### src/rtl/keycmd_pkg.sv
package keycmd_pkg;

    typedef enum logic [2:0] {
        CMD_NONE   = 3'd0,
        CMD_PH_UP  = 3'd1,
        CMD_PH_DN  = 3'd2,
        CMD_PAT_UP = 3'd3,
        CMD_PAT_DN = 3'd4
    } cmd_e;

    typedef enum logic {
        RPT_PAT   = 1'b0,
        RPT_PHASE = 1'b1
    } rpt_e;

    localparam logic [7:0] ASC_CR   = 8'h0D;
    localparam logic [7:0] ASC_LF   = 8'h0A;
    localparam logic [7:0] ASC_LPAR = 8'h28;
    localparam logic [7:0] ASC_RPAR = 8'h29;

    function automatic logic [7:0] hex_ascii(input logic [3:0] nib);
        if (nib < 4'd10) return 8'h30 + {4'h0, nib};
        else             return 8'h37 + {4'h0, nib};
    endfunction

endpackage

### src/rtl/keycmd_decode.sv
module keycmd_decode
    import keycmd_pkg::*;
#(
    parameter logic [7:0] KEY_PH_UP  = 8'h77,
    parameter logic [7:0] KEY_PH_DN  = 8'h73,
    parameter logic [7:0] KEY_PAT_UP = 8'h64,
    parameter logic [7:0] KEY_PAT_DN = 8'h61
) (
    input  logic [7:0] byte_i,
    output cmd_e       cmd_o
);

    always_comb begin
        if      (byte_i == KEY_PH_UP)  cmd_o = CMD_PH_UP;
        else if (byte_i == KEY_PH_DN)  cmd_o = CMD_PH_DN;
        else if (byte_i == KEY_PAT_UP) cmd_o = CMD_PAT_UP;
        else if (byte_i == KEY_PAT_DN) cmd_o = CMD_PAT_DN;
        else                           cmd_o = CMD_NONE;
    end

endmodule

### src/rtl/keycmd_limit.sv
module keycmd_limit
    import keycmd_pkg::*;
#(
    parameter int PHASE_W   = 9,
    parameter int PHASE_LIM = 255,
    parameter int PAT_W     = 4
) (
    input  cmd_e                      cmd_i,
    input  logic signed [PHASE_W-1:0] phase_i,
    input  logic [PAT_W-1:0]          pat_i,
    output logic                      allow_o
);

    localparam logic signed [PHASE_W-1:0] LIM_P = PHASE_W'(PHASE_LIM);
    localparam logic signed [PHASE_W-1:0] LIM_N = -LIM_P;
    localparam logic [PAT_W-1:0]          PAT_TOP = '1;
    localparam logic [PAT_W-1:0]          PAT_BOT = '0;

    always_comb begin
        unique case (cmd_i)
            CMD_PH_UP:  allow_o = (phase_i < LIM_P);
            CMD_PH_DN:  allow_o = (phase_i > LIM_N);
            CMD_PAT_UP: allow_o = (pat_i != PAT_TOP);
            CMD_PAT_DN: allow_o = (pat_i != PAT_BOT);
            default:    allow_o = 1'b0;
        endcase
    end

endmodule

### src/rtl/keycmd_report.sv
module keycmd_report
    import keycmd_pkg::*;
#(
    parameter int PHASE_W = 9,
    parameter int PAT_W   = 4,
    parameter int IDX_W   = 3
) (
    input  rpt_e                      kind_i,
    input  logic [IDX_W-1:0]          idx_i,
    input  logic signed [PHASE_W-1:0] phase_i,
    input  logic [PAT_W-1:0]          pat_i,
    output logic [7:0]                char_o,
    output logic                      last_o
);

    localparam int MAG_W    = PHASE_W - 1;
    localparam int PH_DIG   = (MAG_W + 3) / 4;
    localparam int PH_PADW  = 4 * PH_DIG;
    localparam int PAT_DIG  = (PAT_W + 3) / 4;
    localparam int PAT_PADW = 4 * PAT_DIG;

    logic                neg;
    logic [MAG_W-1:0]    mag;
    logic [PH_PADW-1:0]  mag_pad;
    logic [PH_PADW-1:0]  mag_sh;
    logic [PAT_PADW-1:0] pat_pad;
    logic [PAT_PADW-1:0] pat_sh;
    int                  pos;
    int                  pre;
    int                  k;
    int                  tail;

    always_comb begin
        neg     = phase_i[PHASE_W-1];
        mag     = neg ? MAG_W'(-phase_i) : MAG_W'(phase_i);
        mag_pad = PH_PADW'(mag);
        pat_pad = PAT_PADW'(pat_i);
        pos     = int'(idx_i);
        pre     = neg ? 1 : 0;
        k       = 0;
        tail    = 0;
        mag_sh  = '0;
        pat_sh  = '0;
        char_o  = ASC_LF;
        last_o  = 1'b0;
        if (kind_i == RPT_PHASE) begin
            k = pos - pre;
            if (neg && pos == 0) begin
                char_o = ASC_LPAR;
            end else if (k < PH_DIG) begin
                mag_sh = mag_pad >> (4 * (PH_DIG - 1 - k));
                char_o = hex_ascii(mag_sh[3:0]);
            end else if (neg && k == PH_DIG) begin
                char_o = ASC_RPAR;
            end else begin
                tail = k - PH_DIG - pre;
                if (tail == 0) char_o = ASC_CR;
                else begin
                    char_o = ASC_LF;
                    last_o = 1'b1;
                end
            end
        end else begin
            if (pos < PAT_DIG) begin
                pat_sh = pat_pad >> (4 * (PAT_DIG - 1 - pos));
                char_o = hex_ascii(pat_sh[3:0]);
            end else begin
                tail = pos - PAT_DIG;
                if (tail == 0) char_o = ASC_CR;
                else begin
                    char_o = ASC_LF;
                    last_o = 1'b1;
                end
            end
        end
    end

endmodule

### src/rtl/keycmd_ctrl.sv
module keycmd_ctrl
    import keycmd_pkg::*;
#(
    parameter int         PHASE_W    = 9,
    parameter int         PHASE_LIM  = 255,
    parameter int         PAT_W      = 4,
    parameter logic [7:0] KEY_PH_UP  = 8'h77,
    parameter logic [7:0] KEY_PH_DN  = 8'h73,
    parameter logic [7:0] KEY_PAT_UP = 8'h64,
    parameter logic [7:0] KEY_PAT_DN = 8'h61
) (
    input  logic                      clk,
    input  logic                      rst_n,
    input  logic                      rx_valid,
    input  logic [7:0]                rx_data,
    output logic                      rx_ready,
    output logic                      tx_valid,
    output logic [7:0]                tx_data,
    input  logic                      tx_ready,
    output logic                      ps_inc,
    output logic                      ps_dec,
    input  logic                      ps_done,
    output logic signed [PHASE_W-1:0] phase_o,
    output logic [PAT_W-1:0]          pattern_o
);

    localparam int RPT_MAX = (PHASE_W - 1 + 3) / 4 + 4;
    localparam int IDX_W   = $clog2(RPT_MAX);
    localparam logic signed [PHASE_W-1:0] STEP = PHASE_W'(1);
    localparam logic [PAT_W-1:0]          PSTEP = PAT_W'(1);

    typedef struct packed {
        logic                      sending;
        rpt_e                      kind;
        logic [IDX_W-1:0]          idx;
        logic                      wait_done;
        logic                      inc;
        logic                      dec;
        logic signed [PHASE_W-1:0] phase;
        logic [PAT_W-1:0]          pat;
    } state_t;

    state_t     s_q, s_d;
    cmd_e       cmd;
    logic       allow;
    logic [7:0] rpt_char;
    logic       rpt_last;
    logic       rdy;

    keycmd_decode #(
        .KEY_PH_UP (KEY_PH_UP),
        .KEY_PH_DN (KEY_PH_DN),
        .KEY_PAT_UP(KEY_PAT_UP),
        .KEY_PAT_DN(KEY_PAT_DN)
    ) decode_i (
        .byte_i(rx_data),
        .cmd_o (cmd)
    );

    keycmd_limit #(
        .PHASE_W  (PHASE_W),
        .PHASE_LIM(PHASE_LIM),
        .PAT_W    (PAT_W)
    ) limit_i (
        .cmd_i  (cmd),
        .phase_i(s_q.phase),
        .pat_i  (s_q.pat),
        .allow_o(allow)
    );

    keycmd_report #(
        .PHASE_W(PHASE_W),
        .PAT_W  (PAT_W),
        .IDX_W  (IDX_W)
    ) report_i (
        .kind_i (s_q.kind),
        .idx_i  (s_q.idx),
        .phase_i(s_q.phase),
        .pat_i  (s_q.pat),
        .char_o (rpt_char),
        .last_o (rpt_last)
    );

    always_comb begin
        rdy       = !s_q.sending && !s_q.wait_done;
        s_d       = s_q;
        s_d.inc   = 1'b0;
        s_d.dec   = 1'b0;

        if (s_q.wait_done && ps_done) s_d.wait_done = 1'b0;

        if (s_q.sending && tx_ready) begin
            if (rpt_last) begin
                s_d.sending = 1'b0;
                s_d.idx     = '0;
            end else begin
                s_d.idx = s_q.idx + 1'b1;
            end
        end

        if (rx_valid && rdy && allow) begin
            s_d.sending = 1'b1;
            s_d.idx     = '0;
            unique case (cmd)
                CMD_PH_UP: begin
                    s_d.phase     = s_q.phase + STEP;
                    s_d.inc       = 1'b1;
                    s_d.wait_done = 1'b1;
                    s_d.kind      = RPT_PHASE;
                end
                CMD_PH_DN: begin
                    s_d.phase     = s_q.phase - STEP;
                    s_d.dec       = 1'b1;
                    s_d.wait_done = 1'b1;
                    s_d.kind      = RPT_PHASE;
                end
                CMD_PAT_UP: begin
                    s_d.pat  = s_q.pat + PSTEP;
                    s_d.kind = RPT_PAT;
                end
                CMD_PAT_DN: begin
                    s_d.pat  = s_q.pat - PSTEP;
                    s_d.kind = RPT_PAT;
                end
                default: ;
            endcase
        end
    end

    always_ff @(posedge clk) begin
        if (!rst_n) s_q <= '0;
        else        s_q <= s_d;
    end

    assign rx_ready  = rdy;
    assign tx_valid  = s_q.sending;
    assign tx_data   = rpt_char;
    assign ps_inc    = s_q.inc;
    assign ps_dec    = s_q.dec;
    assign phase_o   = s_q.phase;
    assign pattern_o = s_q.pat;

endmodule

### config.mk
export PLATFORM = sky130hd
export DESIGN_NAME = keycmd_ctrl
export DESIGN_NICKNAME = d
export VERILOG_FILES = /design/src/rtl/keycmd_pkg.sv /design/src/rtl/keycmd_decode.sv /design/src/rtl/keycmd_limit.sv /design/src/rtl/keycmd_report.sv /design/src/rtl/keycmd_ctrl.sv
export SDC_FILE = /design/constraint.sdc
export NUM_CORES = 1
export LEC_CHECK = 0
export BUFFER_PORTS_ARGS = -buffer_cell sky130_fd_sc_hd__buf_2
export CORE_UTILIZATION = 60
export CTS_BUF_LIST = sky130_fd_sc_hd__clkbuf_2 sky130_fd_sc_hd__clkbuf_4 sky130_fd_sc_hd__clkbuf_8
export DETAILED_ROUTE_END_ITERATION = 7
export GPL_TIMING_DRIVEN = 0
export HOLD_SLACK_MARGIN = 0.08
export PLACE_DENSITY = 0.87
export SETUP_SLACK_MARGIN = 0.1
export SLEW_MARGIN = 20
export SYNTH_ARGS = -nofsm -noshare
export SYNTH_HDL_FRONTEND = slang
export SYNTH_HIERARCHICAL = 1
export SYNTH_SLANG_ARGS = --single-unit
### constraint.sdc
create_clock -name clk -period 4.5 [get_ports clk]
set_input_delay 0.9 -clock clk [delete_from_list [all_inputs] [get_ports clk]]
set_output_delay 0.9 -clock clk [all_outputs]
set_load 0.005 [all_outputs]
==> impl_metrics.xml <==
<?xml version="1.0" encoding="UTF-8"?>
<metrics>
  <group name="detailed_routing">
    <metric name="first_iter_violations" unit="">178</metric>
    <metric name="drt-total-wl" unit="um">5930</metric>
    <metric name="met3_wire_length" unit="um">266</metric>
    <metric name="dr_total_vias" unit="">2428</metric>
    <metric name="met2_wirelength" unit="um">3000</metric>
    <metric name="mean_number_of_vias_per_cell" unit="">6.07</metric>
    <metric name="detail_route.first_pass.iterations" unit="">4</metric>
    <metric name="drt.antenna.violating_nets" unit="">0</metric>
    <metric name="route.top_layer_used" unit="">met4</metric>
    <metric name="drt-met1-wl" unit="um">2570</metric>
    <metric name="routedWlPerCell" unit="um">14.8</metric>
    <metric name="remaining_drc_errors" unit="">0</metric>
  </group>
  <group name="clock_network">
    <metric name="clk-insertion-delay-late" unit="ps">270</metric>
    <metric name="cts.root.buffer_cell" unit="">clkbuf_8</metric>
    <metric name="cts.sink_count" unit="">21</metric>
    <metric name="cts.htree.levels" unit="">1</metric>
    <metric name="clk_transition_reported_paths" unit="ps">80</metric>
    <metric name="cts_buffers" unit="">3</metric>
    <metric name="clock_tree.buffer_depth" unit="">2</metric>
    <metric name="clock_tree_from_tritoncts" unit="">done</metric>
  </group>
  <group name="synth">
    <metric name="synthDistinctLibCells" unit="">65</metric>
    <metric name="synth-xor-area-share" unit="%">5.31</metric>
    <metric name="net_count_after_synthesis" unit="">350</metric>
    <metric name="yosys_warnings" unit="">6</metric>
    <metric name="largest_family_of_logic_cells_by_synthesized_area" unit="">simple AND/OR/NAND/NOR gates</metric>
    <metric name="synth_area_per_cell" unit="um2">7.86</metric>
    <metric name="synth_async_sr_flop_share" unit="%">0</metric>
    <metric name="synth_compound_gate_area_share" unit="%">20.3</metric>
    <metric name="synth_enable_flop_cells" unit="">0</metric>
    <metric name="post_synth_mux_area_share" unit="%">4.44</metric>
    <metric name="synth-simple-area-share" unit="%">31.3</metric>
    <metric name="synth_flop_cell" unit="">dfxtp_1</metric>
    <metric name="synth.cell_area" unit="mm2">0.00245</metric>
    <metric name="synthCells" unit="">312</metric>
    <metric name="synthesis_stage_register_bit_count" unit="">21</metric>
    <metric name="synth.yosys.seq_area_share" unit="%">17.1</metric>
    <metric name="post_synthesis_adder_cell_area_fraction" unit="%">13.4</metric>
  </group>
  <group name="cells_and_area">
    <metric name="synthToLayoutAreaGrowth" unit="%">13.4</metric>
    <metric name="antennaDiodeCount" unit="">0</metric>
    <metric name="fillCellCount" unit="">307</metric>
    <metric name="mostFrequentLayoutCells" unit="">37 x buf_2, 33 x nand2_1, 22 x ha_1</metric>
    <metric name="layout_commonest_cell" unit="">buf_2</metric>
    <metric name="final_core_utilization" unit="%">73.2</metric>
    <metric name="drive_gt1_share" unit="%">21.9</metric>
    <metric name="fin_cells" unit="">400</metric>
    <metric name="final_nets" unit="">391</metric>
  </group>
  <group name="timing">
    <metric name="report.final.setup_viol" unit="">0</metric>
    <metric name="timing_max_transition_violations_final" unit="">0</metric>
    <metric name="tightestPinTransition" unit="ps">1030</metric>
    <metric name="finalHoldViolCount" unit="">0</metric>
    <metric name="post-route-min-period" unit="ps">4210</metric>
    <metric name="fmax" unit="GHz">0.237</metric>
    <metric name="rsz0062_at_grt" unit="">false</metric>
    <metric name="worst_clock_skew" unit="ps">7.20</metric>
    <metric name="relSlewSlack" unit="%">30.9</metric>
    <metric name="final.period_utilization" unit="%">93.6</metric>
  </group>
  <group name="pwr">
    <metric name="power_density" unit="mW/mm2">121</metric>
    <metric name="vdd_drop_max" unit="mV">0.171</metric>
    <metric name="p_leak" unit="nW">1.25</metric>
  </group>
  <group name="grt">
    <metric name="global_route_wire_length_before_repair" unit="um">9870</metric>
    <metric name="globalRouteOverflowTotal" unit="">0</metric>
    <metric name="grt_antenna_before_repair" unit="">0</metric>
    <metric name="grt_pass1_vias" unit="">2230</metric>
    <metric name="aggregate_global_route_resource_usage" unit="%">28.8</metric>
    <metric name="grt_max_degree" unit="">14</metric>
  </group>
  <group name="worst_hold_path">
    <metric name="hold-path-endpoint" unit="">tx_valid</metric>
    <metric name="min_path_type" unit="">reg2reg</metric>
    <metric name="min_from" unit="">tx_valid</metric>
    <metric name="hold_path_depth" unit="">2</metric>
  </group>
  <group name="placement">
    <metric name="portBuffers" unit="">36</metric>
    <metric name="place.gp.congestion" unit="">0.809</metric>
    <metric name="place_hpwl" unit="um">4330</metric>
    <metric name="dp.cells" unit="">396</metric>
  </group>
  <group name="worst_setup_path">
    <metric name="crit_required" unit="ps">3600</metric>
    <metric name="worstPathArrival" unit="ps">3310</metric>
    <metric name="worst_setup_path_end_kind" unit="">output pin</metric>
    <metric name="start_kind" unit="">flop</metric>
    <metric name="setup.worst_path.class" unit="">reg2out</metric>
    <metric name="timing.rr.start" unit="">phase_o[8]</metric>
    <metric name="regToRegEndpoint" unit="">s_q[18]</metric>
    <metric name="reg2reg_depth" unit="">12</metric>
    <metric name="crit_path_start" unit="">phase_o[8]</metric>
    <metric name="regToRegSetupSlack" unit="ps">1240</metric>
    <metric name="path_max_fanout" unit="">10</metric>
  </group>
  <group name="die">
    <metric name="die_y" unit="um">65.9</metric>
    <metric name="core_region_area" unit="mm2">0.00380</metric>
    <metric name="die_w" unit="um">65.9</metric>
    <metric name="io-pin-count" unit="">38</metric>
    <metric name="floorplan.die_area" unit="mm2">0.00435</metric>
    <metric name="row_count" unit="">22</metric>
    <metric name="initial_core_util" unit="%">64.6</metric>
  </group>
  <group name="status">
    <metric name="run_status" unit="">complete, no violations</metric>
  </group>
  <group name="flow_run">
    <metric name="max_cap_viol_count" unit="">0</metric>
  </group>
</metrics>
-- where the power goes --
part           total (mW)  internal [mW]  switching, mW
Combinational      0.0233         0.0102         0.0131
Clock               0.127         0.0626         0.0641
Sequential          0.186          0.185       0.000300
-- layout make-up --
| type | count | area, um2 | area share, % |
|---|---|---|---|
| clock inverters | 1 | 7.51 | 0.270 |
| flip-flops and latches | 21 | 425 | 15.3 |
| plain buffers | 20 | 144 | 5.18 |
| multi-input cells | 257 | 1870 | 67.2 |
| clock buffers | 3 | 41.3 | 1.49 |
| inverters | 14 | 52.6 | 1.89 |
| well taps | 48 | 60.1 | 2.16 |
| repair buffers | 36 | 180 | 6.48 |
-- what timing repair did --
action / in CTS / in global routing
resized for setup: 1 / 4
hold buffers: 0 / 0
setup endpoints to repair: 1 / 2
pin swaps: 0 / 0
setup buffers: 0 / 0
-- registers in the layout, summed over array words and instances, names as in the netlist --
register,count
phase_o,9
ps_dec,1
tx_valid,1
pattern_o,4
ps_inc,1
s_q,5
-- worst max-delay path by stage --
| stage | endpoint | cells past startpoint |
|---|---|---|
| after floorplan | phase_o[8] | 9 |
| final | tx_data[0] | 12 |
| after global routing | tx_data[0] | 13 |
| after CTS | tx_data[0] | 12 |
| after global placement | phase_o[8] | 10 |
| after detailed placement | phase_o[8] | 10 |
-- worst max-delay path, cell delays in order, from the launching register on --
cell and delay (ps):
dfxtp_2 450, ha_1 250, ha_4 240, or2_2 320, ha_1 200, inv_1 60, ha_1 230, nor3_2 210
a211oi_1 130, or2_0 260, or4_1 420, o2111ai_1 120, buf_2 150
-- Yosys cell counts (2+ instances only) --
cell	instances	area, um2
a211oi_1	4	30.0
a21boi_0	4	30.0
a21o_1	7	52.6
a21oi_1	21	105
a22oi_1	2	15.0
a31o_2	2	17.5
a31oi_1	3	18.8
and2_1	2	12.5
and3_1	4	25.0
and4_1	2	17.5
buf_4	14	105
buf_6	2	22.5
clkbuf_1	3	11.3
dfxtp_1	21	420
fa_1	2	40.0
ha_1	23	288
inv_1	13	48.8
mux2_2	2	22.5
mux2i_1	6	60.1
nand2_1	33	124
nand2b_1	7	43.8
nand3_1	9	45.0
nand3b_1	7	52.6
nand4_1	6	37.5
nor2_1	18	67.6
nor2b_1	8	50.1
nor3_1	5	25.0
nor3b_1	6	45.0
nor4_1	2	12.5
nor4b_1	2	17.5
o211a_1	2	20.0
o211ai_1	3	22.5
o21a_1	3	22.5
o21ai_0	13	65.1
o21ai_1	2	10.0
o22ai_1	3	18.8
or2_2	2	12.5
or3_1	3	18.8
or4_1	3	22.5
or4b_1	2	20.0
xnor2_1	9	78.8
xor2_1	4	35.0
-- metrics by stage --
| step | total power, mW | setup TNS [ps] | instance area [um2] | setup WS (ps) | hold WS (ps) |
|---|---|---|---|---|---|
| final | 0.336 | 0 | 2780 | 289 | 525 |
| after CTS | 0.336 | 0 | 2760 | 103 | 525 |
| after floorplan | 0.202 | 0 | 2450 | 553 | 497 |
| after global placement | 0.212 | -112 | 2690 | -84.5 | 505 |
| after detailed placement | 0.214 | 0 | 2710 | 217 | 514 |
| after global routing | 0.350 | 0 | 2780 | 124 | 556 |
-- kinds of logic after synthesis --
group                      count (synthesis)
and+or+nand+nor                          131
DFF                                       21
buffers and inverters                     34
xor gates and xnor gates                  14
adders and majority gates                 25
muxes                                      9
other                                      1
AOI/OAI and AO/OA                         77
-- layer usage --
layer / vias to the layer above / global-route usage (%)
met5: - / 0
met4: 0 / 8.51
met3: 13 / 3.10
met2: 73 / 51.0
met1: 1130 / 36.4
li1: 1212 / -
(Power assumes the default switching activity.)
